===== src/rtl/sw_pkg.sv =====
package sw_pkg;
    typedef enum logic [1:0] {
        SW_IDLE   = 2'd0,
        SW_ADDR   = 2'd1,
        SW_DATA   = 2'd2,
        SW_COMMIT = 2'd3
    } sw_state_e;
endpackage


===== src/rtl/sw_frame_fsm.sv =====
module sw_frame_fsm
    import sw_pkg::*;
#(
    parameter int AW = 2,
    parameter int DW = 8,
    localparam int CW = $clog2(((DW > AW) ? DW : AW) + 1)
) (
    input  logic          clk,
    input  logic          rst_n,
    input  logic          cs,
    input  logic          di,
    output sw_state_e     state,
    output logic [CW-1:0] cnt,
    output logic [AW-1:0] addr,
    output logic [AW-1:0] addr_next,
    output logic          load_sh,
    output logic          shift_en,
    output logic          commit,
    output logic          restore
);
    sw_state_e     state_q, state_d;
    logic [CW-1:0] cnt_q, cnt_d;
    logic [AW-1:0] addr_q, addr_d;

    // next-state logic
    always_comb begin
        state_d = state_q;
        cnt_d   = cnt_q;
        addr_d  = addr_q;
        if (!cs) begin
            state_d = SW_IDLE;
            cnt_d   = '0;
        end else begin
            unique case (state_q)
                SW_IDLE: begin
                    if (di) begin
                        state_d = SW_ADDR;
                        cnt_d   = '0;
                    end
                end
                SW_ADDR: begin
                    for (int i = 0; i < AW; i++) begin
                        if (cnt_q == CW'(i)) addr_d[i] = di;
                    end
                    if (cnt_q == CW'(AW - 1)) begin
                        state_d = SW_DATA;
                        cnt_d   = '0;
                    end else begin
                        cnt_d = cnt_q + 1'b1;
                    end
                end
                SW_DATA: begin
                    if (cnt_q == CW'(DW - 1)) begin
                        state_d = SW_COMMIT;
                        cnt_d   = '0;
                    end else begin
                        cnt_d = cnt_q + 1'b1;
                    end
                end
                SW_COMMIT: state_d = SW_IDLE;
            endcase
        end
    end

    // state register
    always_ff @(posedge clk) begin
        if (!rst_n) begin
            state_q <= SW_IDLE;
            cnt_q   <= '0;
            addr_q  <= '0;
        end else begin
            state_q <= state_d;
            cnt_q   <= cnt_d;
            addr_q  <= addr_d;
        end
    end

    // control outputs
    always_comb begin
        load_sh  = cs && (state_q == SW_ADDR) && (cnt_q == CW'(AW - 1));
        shift_en = cs && (state_q == SW_DATA);
        commit   = cs && (state_q == SW_COMMIT);
        restore  = !cs && ((state_q == SW_DATA) || (state_q == SW_COMMIT));
    end

    assign state     = state_q;
    assign cnt       = cnt_q;
    assign addr      = addr_q;
    assign addr_next = addr_d;
endmodule


===== src/rtl/sw_wiper_bank.sv =====
module sw_wiper_bank #(
    parameter int AW = 2,
    parameter int DW = 8,
    localparam int NREG = 2 ** AW
) (
    input  logic               clk,
    input  logic               rst_n,
    input  logic               commit,
    input  logic               restore,
    input  logic [AW-1:0]      wr_idx,
    input  logic [DW-1:0]      wr_data,
    input  logic [AW-1:0]      rd_idx,
    input  logic [NREG*DW-1:0] nv_vals,
    output logic [DW-1:0]      rd_data,
    output logic [NREG*DW-1:0] wiper
);
    logic [DW-1:0] regs [NREG];

    for (genvar g = 0; g < NREG; g++) begin : g_reg
        always_ff @(posedge clk) begin
            if (!rst_n) begin
                regs[g] <= nv_vals[g*DW +: DW];
            end else if (commit && (wr_idx == AW'(g))) begin
                regs[g] <= wr_data;
            end else if (restore && (wr_idx == AW'(g))) begin
                regs[g] <= nv_vals[g*DW +: DW];
            end
        end
        assign wiper[g*DW +: DW] = regs[g];
    end

    assign rd_data = regs[rd_idx];
endmodule


===== src/rtl/sw_shifter.sv =====
module sw_shifter #(
    parameter int DW = 8
) (
    input  logic          clk,
    input  logic          rst_n,
    input  logic          load,
    input  logic          shift,
    input  logic          din,
    input  logic [DW-1:0] par_in,
    output logic [DW-1:0] q,
    output logic          lsb
);
    logic [DW-1:0] sh_q;

    always_ff @(posedge clk) begin
        if (!rst_n)     sh_q <= '0;
        else if (load)  sh_q <= par_in;
        else if (shift) sh_q <= {din, sh_q[DW-1:1]};
    end

    assign q   = sh_q;
    assign lsb = sh_q[0];
endmodule


===== src/rtl/sw_wiper_if.sv =====
module sw_wiper_if
    import sw_pkg::*;
#(
    parameter int AW = 2,
    parameter int DW = 8,
    localparam int NREG = 2 ** AW,
    localparam int CW = $clog2(((DW > AW) ? DW : AW) + 1)
) (
    input  logic               clk,
    input  logic               rst_n,
    input  logic               cs,
    input  logic               di,
    input  logic [NREG*DW-1:0] nv_vals,
    output logic               sdo,
    output logic               sdo_en,
    output logic [NREG*DW-1:0] wiper
);
    sw_state_e     state_q;
    logic [CW-1:0] cnt_q;
    logic [AW-1:0] addr_q, addr_next;
    logic          load_sh, shift_en, commit, restore;
    logic [DW-1:0] rd_data, sh_q;
    logic          sh_lsb;

    sw_frame_fsm #(.AW(AW), .DW(DW)) u_fsm (
        .clk(clk), .rst_n(rst_n), .cs(cs), .di(di),
        .state(state_q), .cnt(cnt_q), .addr(addr_q), .addr_next(addr_next),
        .load_sh(load_sh), .shift_en(shift_en), .commit(commit), .restore(restore)
    );

    sw_wiper_bank #(.AW(AW), .DW(DW)) u_bank (
        .clk(clk), .rst_n(rst_n), .commit(commit), .restore(restore),
        .wr_idx(addr_q), .wr_data(sh_q), .rd_idx(addr_next),
        .nv_vals(nv_vals), .rd_data(rd_data), .wiper(wiper)
    );

    sw_shifter #(.DW(DW)) u_shift (
        .clk(clk), .rst_n(rst_n), .load(load_sh), .shift(shift_en),
        .din(di), .par_in(rd_data), .q(sh_q), .lsb(sh_lsb)
    );

    assign sdo_en = cs;
    assign sdo    = cs && (state_q == SW_DATA) && sh_lsb;
endmodule


===== config.mk =====
export PLATFORM = sky130hd
export DESIGN_NAME = sw_wiper_if
export DESIGN_NICKNAME = d
export VERILOG_FILES = /design/src/rtl/sw_pkg.sv /design/src/rtl/sw_frame_fsm.sv /design/src/rtl/sw_wiper_bank.sv /design/src/rtl/sw_shifter.sv /design/src/rtl/sw_wiper_if.sv
export SDC_FILE = /design/constraint.sdc
export NUM_CORES = 1
export LEC_CHECK = 0
export BUFFER_PORTS_ARGS = -buffer_cell sky130_fd_sc_hd__buf_2
export CORE_MARGIN = 4
export CORE_UTILIZATION = 50
export DETAILED_ROUTE_END_ITERATION = 10
export PLACE_DENSITY = 0.73
export SLEW_MARGIN = 20
export SYNTH_ARGS = -nofsm -noshare
export SYNTH_HDL_FRONTEND = slang
export SYNTH_SLANG_ARGS = --single-unit

===== constraint.sdc =====
create_clock -name clk -period 2.4 [get_ports clk]
set_clock_uncertainty 0.15 [all_clocks]
set_input_delay 0.24 -clock clk [delete_from_list [all_inputs] [get_ports clk]]
set_output_delay 0.24 -clock clk [all_outputs]
set_load 0.05 [all_outputs]

==> impl_results.md <==
* Register area at ~1300 sq um
* Simple-gate area share of the yosys netlist at 0.08503
* DR vias/cell at roughly 5.4
* Cell Pwr Density at 607.3 nW/um^2
* Max-slew violations at 0
* Worst R2R Path Depth at 4
* Largest family of logic cells by synthesized area: multiplexers
* DR WL/cell at 17.03 um
* Flop pwr share at 0.514
* Worst Setup SP: u_fsm.state[0]$_SDFFE_PN0P_
* Post-Syn Area at 2516 sq um
* CTS buffer count at 5
* TNS Setup at 0 ns
* Peak supply drop at 287.2 uV
* Ys Warns at 0
* Outcome: complete, no violations
* CP Data Arrival Time at roughly 1.9 ns
* Final setup fails at 0
* Post-DP HPWL at 4406 um
* CTS tree: done
* Core area at 4786 sq um
* #FFs+latches synth at 48
* Internal power at about 1.3 mW
* Initial Util at 0.5258
* Combinational fraction of design power at 0.177
* Crit Path Max Fanout at 8
* Clock Root Buffer: clkbuf_8
* Area of the multi-input gates at 1172 sq um
* FF-to-FF End: u_bank.regs[0][7]$_DFFE_PP_
* Placer Congestion at just over 0.8
* Share of cells above drive strength 1 at 0.4852
* FF-to-FF Start: u_fsm.state[0]$_SDFFE_PN0P_
* Hold Vio Cnt, Final at 0
* Sink Count at 48
* Clock transition at path regs at 0.09 ns
* Syn Area/Cell at around 13 sq um
* Final Cycle Share at 0.8468
* CTS Buffer Depth at 2
* Post-route setup slack at 0.3677 ns
* Hold Path Class: in -> reg
* Synthesized instance count at 194
* Aggregate global routing overflow at 0
* Post-cts sizing count at 0
* Vias post-DR at 1,825
* Die ar. at 6232 sq um
* Syn nets at ~240
* Synth unique cells at 37
* Post-Synth XOR/XNOR Area at 0
* F_max at just under 500 MHz
* Drt drc at 0
* Die H at 78.94 um
* IO Port Bufs at slightly below 70
* Synth Area in Adders at 0.03481
* Fraction of power spent switching nets at 0.2767
* Placement Rows at 25
* Max Cap Viol at 0
* Final Net Count at between 300 and 400
* CP endpoint kind: flop
* Tmin final at 2.032 ns
* Layout fillers at 419
* Antenna Nets Post-Route at 0
* Placed Area at 2939 sq um
* Clock Power Share at 0.309
* Skew-Pair Late Insertion Delay at 0.30 ns
* Synth Area in Compound Gates at 0.09547
* Mux cell area share after synthesis at 0.2506
* # hold bufs at CTS at 0
* Initial antenna violation count at 0
* Worst reg2reg setup slack at 0.37 ns
* Die Width at 78.94 um
* Leakage at 1.245 nW
* H-tree Lvls at 2
* ANT cells at 0
* Drt total wl at ~5700 um
* Io pins at 70
* Critical Path Start Type: flop
* Pre-CTS setup slack at 0.3695 ns
* Initial DRT Pass Iterations at 4
* Number of global-route vias before repair at 1,795
* Worst-margin pin slew at 0.5923 ns
* RSZ-0062 raised after global routing: false
* DR iter-0 viols at 89
* Slew HR at 0.6025
* Worst path required time at 2.30 ns
* First-pass GRT wire length at 8976 um
* Setup bufs post-CTS at 0
* CP endpoint: u_bank.regs[0][7]$_DFFE_PP_
* Synthesis-to-finish area growth at 21.08%
* Seq/Total Area, Yosys at 0.5092
* Switching power at 0.5119 mW
* GRT Total Usage at 0.1899
* Setup Crit Path Kind: reg -> reg
* Final Cell Area at 3047 sq um
* Largest net degree at the start of global routing at 17
## area by class of cell
| class | instances | share of cell area |
|---|---|---|
| Sequential cell | 48 | 0.4205 |
| Multi-Input combinational cell | 135 | 0.3848 |
| Timing Repair Buffer | 74 | 0.1257 |
| Tap cell | 67 | 0.02752 |
| Clock buffer | 6 | 0.02382 |
| Clock inverter | 2 | 0.01150 |
| Inverter | 5 | 0.006160 |
## cells in the mapped netlist (all sizes together)
library cell	count	area (sq um)
o2111ai	1	8.760
or3b	1	8.760
nor2b	3	18.77
edfxtp	32	960.9
and4bb	1	16.27
nand2	7	26.28
nand4b	1	8.760
a31oi	1	6.260
inv	5	18.77
buf	5	40.04
a21o	1	7.510
mux2	40	450.4
nor2	8	37.54
and2	2	15.01
a21boi	1	7.510
a311oi	1	8.760
mux2i	18	180.2
o221a	1	11.26
nand4	2	12.51
and3	2	13.77
a21oi	5	36.29
nand3	2	10.01
nor4b	1	8.760
a32oi	1	8.760
dfxtp	16	320.3
a221oi	8	70.07
o21ai	12	60.06
or3	1	6.260
clkbuf	1	3.750
o31ai	2	15.01
ha	7	87.58
nand2b	5	31.28
## power by group through the flow
stage | Clock [mW] | Combinational [mW] | Sequential, mW
CTS | 0.584 | 0.330 | 0.952
floorplan | 0 | 0.0916 | 1.11
global route | 0.619 | 0.345 | 0.958
detailed placement | 0 | 0.330 | 0.971
global placement | 0 | 0.326 | 0.972
finish | 0.572 | 0.327 | 0.952
## layout by cell type (no fill, tap or decap), types with 2 or more instances in the layout
master	netlist	routed
inv_1	5	5
nand4_1	2	2
a221oi_1	8	8
nor2b_1	3	3
clkbuf_8	0	5
nand2b_1	5	5
mux2_2	40	40
o31ai_1	2	2
nor2_2	3	3
nand2_1	7	7
o21ai_0	12	12
nand3_1	2	2
dfxtp_1	16	16
and2_2	2	2
a21oi_1	4	4
edfxtp_1	32	32
buf_2	2	69
nor2_1	5	5
buf_4	1	5
ha_1	7	7
mux2i_1	18	18
## sequential cells by signal, summed over array words and instances (netlist names)
name and count:
u_fsm.cnt 4, u_bank.regs 32, u_fsm.addr 2, u_shift.q 8, u_fsm.state 2
## critical path, cell delays in order (launching register included)
cell and delay, ns:
dfxtp_1 0.38, ha_1 0.19, nand3_1 0.18, or3_1 0.54
mux2_2 0.33
## per-layer routing
layer / wire length [um] / global-route usage / share of wire / vias up
met3: 224 / 0.03628 / 0.039 / 6
met1: 2385 / 0.2404 / 0.42 / 882
li1: - / - / - / 896
met2: 3045 / 0.3285 / 0.53 / 41
met5: 0 / 0 / 0 / -
met4: 81 / 0.06014 / 0.014 / 0
## cell families (layout without fill, tap and decap cells)
kind of cell | after synthesis | in the layout
multiplexers | 58 | 58
flip-flops | 48 | 48
AND/OR/NAND/NOR | 36 | 36
AO/OA/AOI/OAI | 34 | 34
buffers and inverters | 11 | 87
adder cells (fa/ha/maj) | 7 | 7
## stage by stage
step	std cells	hold WS [ns]	total power, mW	util
floorplan	194	0.2384	1.203	-
global placement	329	0.3317	1.298	0.6141
detailed placement	329	0.3622	1.301	0.6141
CTS	337	0.08076	1.866	0.6366
global route	337	0.07824	1.922	0.6366
finish	337	0.08577	1.850	0.6366
## how the worst min path moves through the flow
stage | startpoint | endpoint | slack, ns | cells past startpoint
after detailed placement | u_fsm.cnt[1]$_SDFFE_PN0P_ | u_fsm.cnt[1]$_SDFFE_PN0P_ | 0.36 | 2
after global routing | nv_vals[27] | u_bank.regs[3][3]$_DFFE_PP_ | 0.08 | 2
after CTS | nv_vals[18] | u_bank.regs[2][2]$_DFFE_PP_ | 0.08 | 2
after floorplan | rst_n | u_shift.q[4]$_SDFFE_PN0P_ | 0.24 | 2
after global placement | u_fsm.cnt[1]$_SDFFE_PN0P_ | u_fsm.cnt[1]$_SDFFE_PN0P_ | 0.33 | 2
final | nv_vals[18] | u_bank.regs[2][2]$_DFFE_PP_ | 0.09 | 2
(Power assumes the default switching activity.)
